**src/rtl/eirq_pkg.sv**
```systemverilog
package eirq_pkg;
  localparam int unsigned SEL_W = 3;

  typedef enum logic [SEL_W-1:0] {
    SEL_IMASK = 3'd0,
    SEL_EMASK = 3'd1,
    SEL_RISE  = 3'd2,
    SEL_FALL  = 3'd3,
    SEL_SWTRG = 3'd4,
    SEL_PEND  = 3'd5
  } reg_sel_e;
endpackage

```
**src/rtl/eirq_sync.sv**
```systemverilog
module eirq_sync #(
  parameter int unsigned W      = 23,
  parameter int unsigned STAGES = 2
) (
  input  logic         clk,
  input  logic         rst_n,
  input  logic [W-1:0] async_i,
  output logic [W-1:0] sync_o
);
  logic [W-1:0] stg [STAGES];

  generate
    for (genvar s = 0; s < STAGES; s++) begin : g_stage
      always_ff @(posedge clk or negedge rst_n) begin
        if (!rst_n) stg[s] <= '0;
        else if (s == 0) stg[s] <= async_i;
        else stg[s] <= stg[(s == 0) ? 0 : s-1];
      end
    end
  endgenerate

  assign sync_o = stg[STAGES-1];
endmodule

```
**src/rtl/eirq_edge.sv**
```systemverilog
module eirq_edge #(
  parameter int unsigned W = 23
) (
  input  logic         clk,
  input  logic         rst_n,
  input  logic [W-1:0] lvl_i,
  input  logic [W-1:0] rise_en_i,
  input  logic [W-1:0] fall_en_i,
  output logic [W-1:0] hit_o
);
  logic [W-1:0] prev_q;

  always_ff @(posedge clk or negedge rst_n) begin
    if (!rst_n) prev_q <= '0;
    else        prev_q <= lvl_i;
  end

  always_comb begin
    hit_o = ( lvl_i & ~prev_q & rise_en_i)
          | (~lvl_i &  prev_q & fall_en_i);
  end
endmodule

```
**src/rtl/eirq_regs.sv**
```systemverilog
module eirq_regs
  import eirq_pkg::*;
#(
  parameter int unsigned N  = 23,
  parameter int unsigned DW = 32
) (
  input  logic             clk,
  input  logic             rst_n,
  input  logic             we_i,
  input  logic [SEL_W-1:0] addr_i,
  input  logic [DW-1:0]    wdata_i,
  output logic [DW-1:0]    rdata_o,
  input  logic [N-1:0]     hit_i,
  output logic [N-1:0]     imask_o,
  output logic [N-1:0]     rise_o,
  output logic [N-1:0]     fall_o,
  output logic [N-1:0]     pend_o,
  output logic [N-1:0]     swtrg_o,
  output logic [N-1:0]     evt_o
);
  localparam int unsigned PADW = DW - N;

  logic [N-1:0] imask_q, emask_q, rise_q, fall_q, swtrg_q, pend_q, evt_q;
  logic [N-1:0] wd, sw_set, clr, trig;
  logic         unused_hi;

  assign wd        = wdata_i[N-1:0];
  assign unused_hi = ^wdata_i[DW-1:N];

  always_comb begin
    sw_set = (we_i && addr_i == SEL_SWTRG) ? (wd & ~swtrg_q) : '0;
    clr    = (we_i && addr_i == SEL_PEND)  ? wd : '0;
    trig   = hit_i | sw_set;
  end

  always_ff @(posedge clk or negedge rst_n) begin
    if (!rst_n) begin
      imask_q <= '0;
      emask_q <= '0;
      rise_q  <= '0;
      fall_q  <= '0;
      swtrg_q <= '0;
      pend_q  <= '0;
      evt_q   <= '0;
    end else begin
      if (we_i && addr_i == SEL_IMASK) imask_q <= wd;
      if (we_i && addr_i == SEL_EMASK) emask_q <= wd;
      if (we_i && addr_i == SEL_RISE)  rise_q  <= wd;
      if (we_i && addr_i == SEL_FALL)  fall_q  <= wd;
      swtrg_q <= (swtrg_q | sw_set) & ~clr;
      pend_q  <= (pend_q & ~clr) | trig;
      evt_q   <= trig & emask_q;
    end
  end

  always_comb begin
    rdata_o = '0;
    case (addr_i)
      SEL_IMASK: rdata_o = {{PADW{1'b0}}, imask_q};
      SEL_EMASK: rdata_o = {{PADW{1'b0}}, emask_q};
      SEL_RISE:  rdata_o = {{PADW{1'b0}}, rise_q};
      SEL_FALL:  rdata_o = {{PADW{1'b0}}, fall_q};
      SEL_SWTRG: rdata_o = {{PADW{1'b0}}, swtrg_q};
      SEL_PEND:  rdata_o = {{PADW{1'b0}}, pend_q};
      default:   rdata_o = '0;
    endcase
  end

  assign imask_o = imask_q;
  assign rise_o  = rise_q;
  assign fall_o  = fall_q;
  assign pend_o  = pend_q;
  assign swtrg_o = swtrg_q;
  assign evt_o   = evt_q;
endmodule

```
**src/rtl/edge_irq_ctrl.sv**
```systemverilog
module edge_irq_ctrl
  import eirq_pkg::*;
#(
  parameter int unsigned N_LINES     = 23,
  parameter int unsigned DW          = 32,
  parameter int unsigned SYNC_STAGES = 2
) (
  input  logic               clk,
  input  logic               rst_n,
  input  logic [N_LINES-1:0] line_i,
  input  logic               cfg_we,
  input  logic [SEL_W-1:0]   cfg_addr,
  input  logic [DW-1:0]      cfg_wdata,
  output logic [DW-1:0]      cfg_rdata,
  output logic [N_LINES-1:0] irq_o,
  output logic [N_LINES-1:0] evt_o
);
  logic [N_LINES-1:0] line_s, edge_hit, imask, rise_sel, fall_sel, pend, swtrg;

  eirq_sync #(.W(N_LINES), .STAGES(SYNC_STAGES)) u_sync (
    .clk(clk), .rst_n(rst_n), .async_i(line_i), .sync_o(line_s)
  );

  eirq_edge #(.W(N_LINES)) u_edge (
    .clk(clk), .rst_n(rst_n), .lvl_i(line_s),
    .rise_en_i(rise_sel), .fall_en_i(fall_sel), .hit_o(edge_hit)
  );

  eirq_regs #(.N(N_LINES), .DW(DW)) u_regs (
    .clk(clk), .rst_n(rst_n), .we_i(cfg_we), .addr_i(cfg_addr),
    .wdata_i(cfg_wdata), .rdata_o(cfg_rdata), .hit_i(edge_hit),
    .imask_o(imask), .rise_o(rise_sel), .fall_o(fall_sel),
    .pend_o(pend), .swtrg_o(swtrg), .evt_o(evt_o)
  );

  assign irq_o = pend & imask;
endmodule

```
**config.mk**
```make
export PLATFORM = sky130hd
export DESIGN_NAME = edge_irq_ctrl
export DESIGN_NICKNAME = d
export VERILOG_FILES = /design/src/rtl/eirq_pkg.sv /design/src/rtl/eirq_sync.sv /design/src/rtl/eirq_edge.sv /design/src/rtl/eirq_regs.sv /design/src/rtl/edge_irq_ctrl.sv
export SDC_FILE = /design/constraint.sdc
export NUM_CORES = 1
export LEC_CHECK = 0
export BUFFER_PORTS_ARGS = -buffer_cell sky130_fd_sc_hd__buf_2
export CORE_UTILIZATION = 30
export DETAILED_ROUTE_END_ITERATION = 12
export GPL_TIMING_DRIVEN = 1
export SYNTH_ARGS = -nofsm -noshare
export SYNTH_HDL_FRONTEND = slang
export SYNTH_SLANG_ARGS = --single-unit
export TNS_END_PERCENT = 50
```
**constraint.sdc**
```tcl
create_clock -name clk -period 2.9 [get_ports clk]
set_input_delay 0.58 -clock clk [delete_from_list [all_inputs] [get_ports clk]]
set_output_delay 0.58 -clock clk [all_outputs]
set_load 0.01 [all_outputs]
```
==> impl_metrics.env <==
export IMPL_outcome="complete, no violations"
export IMPL_cts_root_buffer="clkbuf_16"
export IMPL_clockBufferDepth=3
export IMPL_rsz0062_at_grt="false"
export IMPL_start_util=0.3076
export IMPL_yosys_warnings=0
export IMPL_wl_mm=24.32
export IMPL_cts_setup_buffers=0
export IMPL_drv_cap=0
export IMPL_ir_drop_mv=0.4155
export IMPL_finalNetCount=996
export IMPL_num_antenna_cells=0
export IMPL_dp_hpwl_mm=15.94
export IMPL_port_buffers=120
export IMPL_core_rowCount=65
export IMPL_drive_above_1_share=0.2932
export IMPL_yosysSeqAreaShare=0.5870
export IMPL_synth_seq_cells=230
export IMPL_net_switching_power_mw=2.324
export IMPL_end_kind="output pin"
export IMPL_die_width_um=182.8
export IMPL_drt_vias_per_instance=4.728
export IMPL_grt_usage=0.1500
export IMPL_syn_mean_instance_area_um2=12.33
export IMPL_hold_viol=0
export IMPL_synth_top_area_frac=0.5870
export IMPL_dpl_instance_area_um2=10950
export IMPL_setup_viol=0
export IMPL_vias=6572
export IMPL_die_y_um=182.8
export IMPL_start_kind="input port"
export IMPL_cts_tree="yes"
export IMPL_final_common_cell="dfrtp_1"
export IMPL_crit_start="cfg_addr[0]"
export IMPL_path_class="input port to output pin"
export IMPL_fin_hold_ws_ns=0.009748
export IMPL_core_um2=31880
export IMPL_fmax_mhz=372.3
export IMPL_arrival_ns=2.11
export IMPL_tightest_slew_ns=0.6450
export IMPL_reg2reg_slack_ns=1.68
export IMPL_power_frac_clock=0.381
export IMPL_fin_area_um2=11840
export IMPL_finClkSkew_ns=0.007711
export IMPL_layout_common_cells="dfrtp_1 (230), buf_2 (118), mux2_2 (76), o21ai_0 (57), a21oi_1 (55)"
export IMPL_tns_ns=0
export IMPL_synthTopCellsByArea="dfrtp_1 (59%), mux2_2 (8.7%), mux2i_1 (5.3%)"
export IMPL_detail_route_antenna_nets=0
export IMPL_p_int_mw=6.388
export IMPL_cts_sinks=230
export IMPL_timing_final_crit_share=0.9261
export IMPL_cts_buffers=27
export IMPL_grt_max_degree=83
export IMPL_drc=0
export IMPL_place_gp_congestion=0.7602
export IMPL_drv_slew=0
export IMPL_grt_antenna_before_repair=0
export IMPL_ys_types=34
export IMPL_swShare=0.2667
export IMPL_syn2layout_area_growth_pct=20.70
export IMPL_drtPass1Iterations=4
export IMPL_r2r_start="u_regs.swtrg_o[11]"
export IMPL_dp_slack_ns=0.2348
export IMPL_clkTransAtPathRegs_ns=0.06
export IMPL_grt_overflow=0
export IMPL_p_leak_nw=5.294
export IMPL_worst_ep_required_time_ns=2.32
export IMPL_powerDensity_nw_per_um2=736.0
export IMPL_die_area_um2=33410
export IMPL_clk_latency_ns=0.53
export IMPL_htreeDepth=1
export IMPL_yosysTopAreaCell="dfrtp_1"
export IMPL_io_pin_count=139
export IMPL_cts_resized=0
export IMPL_synth_cells=795
export IMPL_wl_per_cell_um=17.49
export IMPL_syn_area_um2=9806
export IMPL_combPwrFrac=0.157
export IMPL_seqPwrFrac=0.461
export IMPL_drtIter0Drc=320
export IMPL_grt_pass1_wl_mm=39.07
export IMPL_cp_max_fo=40
export IMPL_min_period_ns=2.686
export IMPL_slew_headroom=0.5700
export IMPL_setup_ws_ns=0.2143
export IMPL_grt_pass1_vias=6840
export IMPL_hold_path_class="input port to async pin"
export IMPL_cts_hold_buf=0
critical path: stages:
cell	delay, ns
buf_4	0.51
buf_4	0.32
mux2i_1	0.20
o32a_1	0.15
o21ai_0	0.14
buf_2	0.18
synthesized netlist by cell type, drive strengths merged:
cell    number
a211o        5
a21boi      23
a21oi       55
a22oi        1
and2        24
and3b        1
and4bb       1
buf         41
clkbuf       9
conb         1
dfrtp      230
inv         24
mux2        76
mux2i       52
nand2       53
nand2b       4
nand3       25
nand3b      48
nand4b       2
nor2         1
nor3         1
nor3b        8
o21a        28
o21ai       57
o221ai      11
o22ai        1
o32a         6
or3          6
or4          1
through the flow:
stage | utilization | std cells | total power, mW
2_1_floorplan | - | 803 | 4.891
3_3_place_gp | 0.3436 | 1341 | 5.427
3_5_place_dp | 0.3436 | 1341 | 5.463
4_1_cts | 0.3712 | 1390 | 8.854
5_1_grt | 0.3712 | 1390 | 9.198
6_report | 0.3712 | 1390 | 8.711
final cells by class:
class                      instances  area [um2]
fill                            3139       20050
sequential                       230        5756
multi-input combinational        499        3628
timing repair buffer             153       935.9
clock buffer                      41       808.3
tap                              435       544.3
inverter                          24       90.09
clock inverter                     8       72.57
final timing paths:
path | endpoint | depth (start not counted)
max in group asynchronous | u_regs.pend_o[19] | 2
min | u_regs.evt_o[5] | 1
max reg2reg | u_regs.evt_o[11] | 2
min reg2reg | u_sync.sync_o[2] | 0
min in group clk | u_sync.stg[33] | 1
max | cfg_rdata[3] | 6
flip-flops by register name, indices dropped and copies added (netlist names):
name	flops
u_regs.evt_o	23
u_sync.sync_o	23
u_regs.swtrg_o	23
u_edge.prev_q	23
u_regs.fall_o	23
u_regs.rise_o	23
u_regs.imask_o	23
u_regs.emask_q	23
u_sync.stg	23
u_regs.pend_o	23
kinds of logic after synthesis:
family | count (synthesis) | share of synthesized area
flops | 230 | 0.5870
compound gates | 187 | 0.1180
simple gates | 175 | 0.1081
mux | 128 | 0.1404
buf+inv | 74 | 0.04619
other cells | 1 | 0.0003824
power groups by stage:
stage | clock (mW) | combinational [mW] | sequential (mW)
after floorplan | 0 | 0.911 | 3.98
after global placement | 0 | 1.37 | 4.06
after detailed placement | 0 | 1.39 | 4.07
after CTS | 3.44 | 1.40 | 4.02
after global routing | 3.57 | 1.54 | 4.08
final | 3.32 | 1.37 | 4.02
layer usage:
| layer | vias up | track usage | wire length, um |
|---|---|---|---|
| met5 | - | 0 | 0 |
| li1 | 3085 | - | - |
| met3 | 38 | 0.02542 | 1084 |
| met4 | 0 | 0.04067 | 637 |
| met2 | 139 | 0.2411 | 11230 |
| met1 | 3310 | 0.2090 | 11370 |
Note: power is estimated with default switching activity, not from simulation.
